`src/rtl/wdg_pkg.sv`:
```
package wdg_pkg;
   localparam int unsigned BUS_AW = 16;
   localparam int unsigned BUS_DW = 8;
   localparam logic [BUS_AW-1:0] SVC_ADDR = 16'hFFFF;

   typedef struct packed {
      logic mon;
      logic tst;
      logic wt;
      logic stp;
      logic brk;
      logic bdis;
   } wdg_mode_t;
endpackage

```
`src/rtl/wdg_bus.sv`:
```
module wdg_bus
   import wdg_pkg::*;
#(
   parameter int unsigned AW     = BUS_AW,
   parameter int unsigned DW     = BUS_DW,
   parameter logic [AW-1:0] ADDR = SVC_ADDR,
   parameter bit RD_REG          = 1'b0
)(
   input  logic          clk,
   input  logic          por_n,
   input  logic [AW-1:0] addr,
   input  logic          wr,
   input  logic          rd,
   input  logic [DW-1:0] vec,
   output logic [DW-1:0] rdata,
   output logic          svc
);
   logic hit;
   logic [DW-1:0] rd_next;

   assign hit     = (addr == ADDR);
   assign svc     = wr & hit;
   assign rd_next = (rd & hit) ? vec : '0;

   generate
      if (RD_REG) begin : g_rd_reg
         always_ff @(posedge clk or negedge por_n) begin
            if (!por_n) rdata <= '0;
            else        rdata <= rd_next;
         end
      end else begin : g_rd_comb
         assign rdata = rd_next;
         always_comb begin
            if (por_n && rd && hit)
               AST_VEC_READ: assert (rdata == vec);
         end
      end
   endgenerate
endmodule

```
`src/rtl/wdg_gate.sv`:
```
module wdg_gate
   import wdg_pkg::*;
(
   input  wdg_mode_t mode,
   input  logic      sys_rst,
   input  logic      svc,
   output logic      off,
   output logic      clr
);
   logic tst_off;
   logic brk_off;

   assign tst_off = mode.mon & mode.tst;
   assign brk_off = mode.brk & mode.mon & mode.bdis;
   assign off     = tst_off | brk_off;
   // wait mode (mode.wt) intentionally leaves counting alone
   assign clr     = off | mode.stp | sys_rst | svc;
endmodule

```
`src/rtl/wdg_count.sv`:
```
module wdg_count #(
   parameter int unsigned LONG_LEN  = 262128,
   parameter int unsigned SHORT_LEN = 8176
)(
   input  logic clk,
   input  logic por_n,
   input  logic clr,
   input  logic rate_sel,
   output logic req,
   output logic flag
);
   localparam int unsigned CW = $clog2(LONG_LEN);
   localparam logic [CW-1:0] LONG_M1  = CW'(LONG_LEN - 1);
   localparam logic [CW-1:0] SHORT_M1 = CW'(SHORT_LEN - 1);

   logic [CW-1:0] cnt;
   logic [CW-1:0] lim_m1;

   assign lim_m1 = rate_sel ? SHORT_M1 : LONG_M1;

   always_ff @(posedge clk or negedge por_n) begin
      if (!por_n) begin
         cnt  <= '0;
         req  <= 1'b0;
         flag <= 1'b0;
      end else if (clr) begin
         cnt <= '0;
         req <= 1'b0;
      end else if (cnt >= lim_m1) begin
         cnt  <= '0;
         req  <= 1'b1;
         flag <= 1'b1;
      end else begin
         cnt <= cnt + 1'b1;
         req <= 1'b0;
      end
   end

   AST_NO_OVERFLOW: assert property (@(posedge clk) disable iff (!por_n)
      cnt <= LONG_M1);
   AST_CLR_ZERO: assert property (@(posedge clk) disable iff (!por_n)
      clr |=> (cnt == '0));
   AST_REQ_ONE: assert property (@(posedge clk) disable iff (!por_n)
      req |=> !req);
   AST_FLAG_HOLD: assert property (@(posedge clk) disable iff (!por_n)
      flag |=> flag);
   AST_REQ_FLAG: assert property (@(posedge clk) disable iff (!por_n)
      req |-> flag);
endmodule

```
`src/rtl/watchdog_guard.sv`:
```
module watchdog_guard
   import wdg_pkg::*;
#(
   parameter int unsigned LONG_LEN  = 262128,
   parameter int unsigned SHORT_LEN = 8176,
   parameter bit          RD_REG    = 1'b0
)(
   input  logic              clk,
   input  logic              por_n,
   input  logic              sys_rst,
   input  logic [BUS_AW-1:0] bus_addr,
   input  logic              bus_wr,
   input  logic              bus_rd,
   input  logic [BUS_DW-1:0] bus_wdata,
   output logic [BUS_DW-1:0] bus_rdata,
   input  logic [BUS_DW-1:0] vec_lo,
   input  logic              rate_sel,
   input  logic              mon_mode,
   input  logic              tst_volt,
   input  logic              wait_mode,
   input  logic              stop_mode,
   input  logic              brk_act,
   input  logic              brk_dis,
   output logic              wdg_rst_req,
   output logic              wdg_rst_flag
);
   generate
      if (SHORT_LEN < 2 || SHORT_LEN > LONG_LEN) begin : g_bad_len
         $error("watchdog_guard: need 2 <= SHORT_LEN <= LONG_LEN");
      end
   endgenerate

   wdg_mode_t mode;
   logic      svc;
   logic      off;
   logic      clr;
   logic      unused_wdata;

   assign mode = '{mon: mon_mode, tst: tst_volt, wt: wait_mode,
                   stp: stop_mode, brk: brk_act, bdis: brk_dis};
   assign unused_wdata = ^bus_wdata;

   wdg_bus #(.AW(BUS_AW), .DW(BUS_DW), .ADDR(SVC_ADDR), .RD_REG(RD_REG)) u_bus (
      .clk(clk), .por_n(por_n), .addr(bus_addr), .wr(bus_wr), .rd(bus_rd),
      .vec(vec_lo), .rdata(bus_rdata), .svc(svc));

   wdg_gate u_gate (
      .mode(mode), .sys_rst(sys_rst), .svc(svc), .off(off), .clr(clr));

   wdg_count #(.LONG_LEN(LONG_LEN), .SHORT_LEN(SHORT_LEN)) u_cnt (
      .clk(clk), .por_n(por_n), .clr(clr), .rate_sel(rate_sel),
      .req(wdg_rst_req), .flag(wdg_rst_flag));

   AST_OFF_QUIET: assert property (@(posedge clk) disable iff (!por_n)
      off |=> !wdg_rst_req);
   AST_STOP_QUIET: assert property (@(posedge clk) disable iff (!por_n)
      stop_mode |=> !wdg_rst_req);
   AST_SRST_QUIET: assert property (@(posedge clk) disable iff (!por_n)
      sys_rst |=> !wdg_rst_req);
endmodule

```
`config.mk`:
```
export PLATFORM = sky130hd
export DESIGN_NAME = watchdog_guard
export DESIGN_NICKNAME = d
export VERILOG_FILES = /design/src/rtl/wdg_pkg.sv /design/src/rtl/wdg_bus.sv /design/src/rtl/wdg_gate.sv /design/src/rtl/wdg_count.sv /design/src/rtl/watchdog_guard.sv
export SDC_FILE = /design/constraint.sdc
export NUM_CORES = 1
export LEC_CHECK = 0
export ABC_AREA = 1
export BUFFER_PORTS_ARGS = -buffer_cell sky130_fd_sc_hd__buf_2
export CORE_MARGIN = 4
export CORE_UTILIZATION = 30
export CTS_CLUSTER_DIAMETER = 80
export DETAILED_ROUTE_END_ITERATION = 8
export GPL_ROUTABILITY_DRIVEN = 0
export REMOVE_ABC_BUFFERS = 1
export SLEW_MARGIN = 40
export SYNTH_ARGS = -nofsm -noshare
export SYNTH_HDL_FRONTEND = slang
export SYNTH_SLANG_ARGS = --single-unit
```
`constraint.sdc`:
```
create_clock -name clk -period 2.5 [get_ports clk]
set_clock_uncertainty 0.15 [all_clocks]
set_input_delay 0.25 -clock clk [delete_from_list [all_inputs] [get_ports clk]]
set_output_delay 0.25 -clock clk [all_outputs]
set_load 0.03 [all_outputs]
```
# [Word-level counts from Yosys, hierarchy flattened]
# Index checks and enable logic that the tools add are counted.
[word_totals] input_bits=44 regBits=20 output_inout_bits=10
[classes] reduce_logical=1 n_lt_le_gt_ge=1 mux=6 add_sub_neg=1 n_eq_ne=1 n_bitwise=10
[op_table] op="$mux W18" count=3
[op_table] op="$add A18 B1 Y18 const B" count=1
[op_table] op="$ge A18 B18 Y1" count=1
[op_table] op="$eq A16 B16 Y1 const B" count=1
[op_table] op="$mux W8" count=1
[op_table] op="$and A1 B1 Y1" count=5
[op_table] op="$or A1 B1 Y1" count=4
[op_table] op="$mux W1" count=2
[op_table] op="$reduce_and A2 Y1" count=1
[op_table] op="$not A1 Y1" count=1

# [Depth between registers and ports, before layout]
[logic_depth] ltp_word=8 depth_mapped=9 depth_no_buf=9

# [By module]
# Synthesis repeated with hierarchy kept, for this count alone.
[unflattened] hier_cells=190 area_unflattened_um2=1357.6
[modules_own_cells] mod="wdg_count" seq_area_each_um2=500.5 area_per_inst_um2=1184.9 cells_each=147 instances=1
[modules_own_cells] mod="wdg_bus" seq_area_each_um2=0.0 area_per_inst_um2=132.6 cells_each=33 instances=1
[modules_own_cells] mod="wdg_gate" seq_area_each_um2=0.0 area_per_inst_um2=40.0 cells_each=10 instances=1

# [Least setup slack after synthesis]
# No wires, ideal clock.
[synth_timing] path_kind="reg-to-reg" start="reg u_cnt.cnt[0]" end="reg u_cnt.cnt[14]" path_buffers=1 path_stages_with_launch=9 required_ps=2282 path_slack_ps=768 arrival_time_ps=1515 cell_sequence="dfrtp_1 ha_1 nand2_2 nor2_2 or2_4 a21oi_4 nand2_4 buf_12 nor2_4"
[synth_via] elab_chain_cells=3 elab_cells_between_ends=4 classes_between="add/sub: 1; order compare: 1; mux: 2"
[synth_lines] item="from (decl)" line="wdg_count.sv:16" rtl="logic [CW-1:0] cnt;"
[synth_lines] item="from (signal assigned)" line="wdg_count.sv:34" rtl="cnt <= cnt + 1'b1;"
[synth_lines] item="$add A18 B1 Y18 or $ge A18 B18 Y1 (tied branches)" line="wdg_count.sv:34, wdg_count.sv:29"
[synth_lines] item="$mux W18 (*)" line="wdg_count.sv:29" rtl="end else if (cnt >= lim_m1) begin"
[synth_lines] item="$mux W18 (*)" line="wdg_count.sv:26" rtl="end else if (clr) begin"
# Mark *: on every way between the ends. The rest lies on a longest branch, timed or not.
# A chain may end at the register's enable or synchronous reset.

# [Worst setup path after layout]
[layout_timing] start="reg u_cnt.cnt[15]" end="reg u_cnt.cnt[5]"
[layout_via] elab_chain_cells=3
[layout_lines] item="$ge A18 B18 Y1" line="wdg_count.sv:29"
[layout_lines] item="$mux W18" line="wdg_count.sv:29"
[layout_lines] item="$mux W18" line="wdg_count.sv:26"
# No other way between the ends.

==> results_tabular.tex <==
\begin{tabular}{lr}
\hline
Metric & Value \\
\hline
\multicolumn{2}{l}{\textbf{Detailed routing}} \\
Number of DRC markers in iteration 0 & 36 \\
WL/cell & around 10 um \\
Via-to-Cell Ratio & about 4.2 \\
Number of iterations in the first detailed-routing pass & 4 \\
Antenna Nets Post-Route & 0 \\
Final WL & 3000 um \\
Via count of the routed design & about 1200 \\
Number of DRC violations after detailed routing & 0 \\
\multicolumn{2}{l}{\textbf{Synthesis}} \\
Total standard cell area after synthesis & between 1000 and 1500 sq um \\
Mean instance size in the synthesized netlist & 7.39 sq um \\
Count of mapped cells out of synthesis & approximately 190 \\
Count of different cell masters after synthesis & 19 \\
Sequential element share of the synthesized area & 35.8\% \\
Yosys warning total & 0 \\
FF+latch count, synth & 20 \\
\multicolumn{2}{l}{\textbf{Clock tree}} \\
Maximum level of the CTS H-tree & 1 \\
Cell at the root of the clock tree & sky130\_fd\_sc\_hd\_\_clkbuf\_8 \\
Setup bufs post-CTS & 0 \\
Worst-Skew Late Latency & $\sim$0.26 ns \\
TritonCTS Buffers & 3 \\
Number of buffers on the longest clock path & 2 \\
CTS Sinks & 20 \\
CTS clk-pin slew, worst paths & 0.07 ns \\
TritonCTS clock tree & built \\
\multicolumn{2}{l}{\textbf{Floorplanning}} \\
I/O pin total & between 50 and 60 \\
Number of placement rows & 24 \\
Core box area & $\sim$4400 sq um \\
Total die area & approximately 5800 sq um \\
Starting Density & a little under a third \\
Die H & 76.3 um \\
Overall die width & 76.3 um \\
\multicolumn{2}{l}{\textbf{Layout}} \\
Final std cells w/o fill & a little under 300 \\
Top library cells by usage in the layout, fill and taps aside & 55 x sky130\_fd\_sc\_hd\_\_nand2\_1, 44 x sky130\_fd\_sc\_hd\_\_buf\_2, 40 x sky130\_fd\_sc\_hd\_\_nor2\_1 \\
Nets & between 200 and 300 \\
Commonest non-fill, non-tap cell in the layout & sky130\_fd\_sc\_hd\_\_nand2\_1 \\
Final core utilization & 38.9\% \\
Proportion of layout cells with a drive suffix above 1 & 27.8\% \\
Layout Area Growth over Synthesis & 23.6\% \\
Number of diodes & 0 \\
Finished layout cell area & $\sim$1700 sq um \\
\multicolumn{2}{l}{\textbf{Worst setup path}} \\
Required time of the worst setup path & approximately 2.5 ns \\
Cell-by-cell trace of the critical path & ha\_1 -> nand2\_1 -> nor2\_1 -> nand2\_1 -> nor2\_2 -> a21oi\_4 -> nand2\_4 -> nor2\_1 \\
Critical Path Fanout Max & 16 \\
Largest incremental delay on the critical path & between 0.4 and 0.5 ns \\
Standard cell with the maximum stage delay on the critical path & sky130\_fd\_sc\_hd\_\_dfrtp\_1 \\
Crit path arrival time & roughly 1.9 ns \\
Startpoint kind of the worst setup timing path & flop \\
Category of the critical setup timing path & flop to flop \\
Setup crit end kind & flop \\
\multicolumn{2}{l}{\textbf{STA}} \\
Pin slew with the least headroom to its limit & $\sim$0.46 ns \\
Crit path time final & 1.92 ns \\
Highest clock rate & 521 MHz \\
Total setup violations reported at the end of the flow & 0 \\
Final period utilization & between 70\% and 80\% \\
Unrepaired setup endpoints after global routing & false \\
Hold violation count in the final report & 0 \\
Max Transition Viols Final & 0 \\
Total negative setup slack & 0 ns \\
Worst setup margin & about 0.58 ns \\
Rel. slew slack & between 60\% and 70\% \\
\multicolumn{2}{l}{\textbf{Power and ir drop}} \\
Switching power of the nets & between 100 and 150 uW \\
Fraction of power consumed by the clock network & 39.2\% \\
Internal power & slightly below 500 uW \\
Leakage & slightly above 0.0008 uW \\
Switching Share & 22.4\% \\
Sequential Power Share & between 50\% and 60\% \\
VDD IR max & $\sim$140 uV \\
Combinational Power Share & 9.4\% \\
Power density over cell area & roughly 370 nW/um\^{}2 \\
\multicolumn{2}{l}{\textbf{Place}} \\
Total cell area at the placement stage & 1660 sq um \\
Pre-CTS worst setup slack & between 0.5 and 0.6 ns \\
Cell total after placement & about 280 \\
Buffers on Ports & 44 \\
Detailed-placement wirelength estimate & 2390 um \\
\multicolumn{2}{l}{\textbf{GRT}} \\
Grt total ovfl & 0 \\
GRT Util Overall & a little over a tenth \\
Antenna violations before repair & 0 \\
Maximum number of pins on one net before global-route repair & 21 \\
Number of global-route vias before repair & 1169 \\
Wire length of the first global-routing pass & 5170 um \\
\multicolumn{2}{l}{\textbf{Run}} \\
Max-Cap Viols & 0 \\
\multicolumn{2}{l}{\textbf{Run status}} \\
Result of the run & completed \\
\multicolumn{2}{l}{\textbf{Hold path}} \\
Worst Hold Class & input pin to flop \\
\hline
\end{tabular}
cell families after synthesis:
kind of cell | Yosys count | synth area share [%]
buffers and inverters | 23 | 7.34
and+or+nand+nor | 123 | 41.4
adders and majority gates | 6 | 5.37
DFF | 20 | 35.8
AOI/OAI and AO/OA | 5 | 2.60
xor gates and xnor gates | 12 | 7.52
metal layers:
layer,track usage (%),wire length [um],vias to the layer above
met1,13.7,1370,535
met2,17.8,1500,11
met4,4.71,56,0
met5,0,0,-
met3,2.60,76,5
li1,-,-,674
final timing paths:
kind	slack, ns	endpoint	startpoint	depth (start not counted)
worst min register to register	0.32	u_cnt.flag	u_cnt.flag	2
min in group asynchronous	0.31	u_cnt.cnt[11]	por_n	2
worst max-delay path	0.58	u_cnt.cnt[5]	u_cnt.cnt[15]	8
max in group asynchronous	1.57	u_cnt.cnt[0]	por_n	2
worst max register to register	0.58	u_cnt.cnt[5]	u_cnt.cnt[15]	8
worst min-delay path	0.18	u_cnt.cnt[16]	bus_wr	4
stage by stage:
stage               power [uW]  hold WS [ns]
finish                     634         0.183
global route               666         0.200
global placement           390        0.0751
floorplan                  354        -0.196
CTS                        647         0.179
detailed placement         391        0.0799
registers in the layout, summed over array words and instances (netlist names):
register,count
u_cnt.req,1
u_cnt.flag,1
u_cnt.cnt,18
power groups by stage:
stage	sequential, uW	clock [uW]	combinational (uW)
finish	326	248	59.3
global route	326	271	68.2
CTS	326	260	60.7
detailed placement	332	0	59.0
global placement	332	0	57.5
floorplan	332	0	22.3
cells in the mapped netlist (all sizes together):
cell   count  area share (%)
xnor2      5             3.1
nand2     57              16
a21oi      3             1.9
buf        1             1.4
nor2      53              20
nand4      3             1.3
dfrtp     20              36
ha         6             5.4
nand3      9             3.2
inv       22             5.9
or2        1            0.63
o21ai      2            0.72
xor2       7             4.4
critical path, delay by kind of cell (launching register included):
family                   cells  cell delay, ns
AND/OR/NAND/NOR              6            0.80
AO/OA/AOI/OAI                1            0.09
flip-flops                   1            0.43
adder cells (fa/ha/maj)      1            0.31
what timing repair did:
| action | 4_1_cts | 5_1_grt |
|---|---|---|
| hold endpoints to repair | 20 | 0 |
| endpoints found under the setup margin | 0 | 0 |
| resized for setup | 0 | 0 |
| hold buffers | 1 | 0 |
area by class of cell:
class	count	area [sq um]
timing repair buffer	45	230
sequential	20	500
clock buffer	4	55.1
tap	52	65.1
multi-input combinational	146	795
fill	475	2720
inverter	22	82.6
Note: power is estimated with default switching activity, not from simulation.
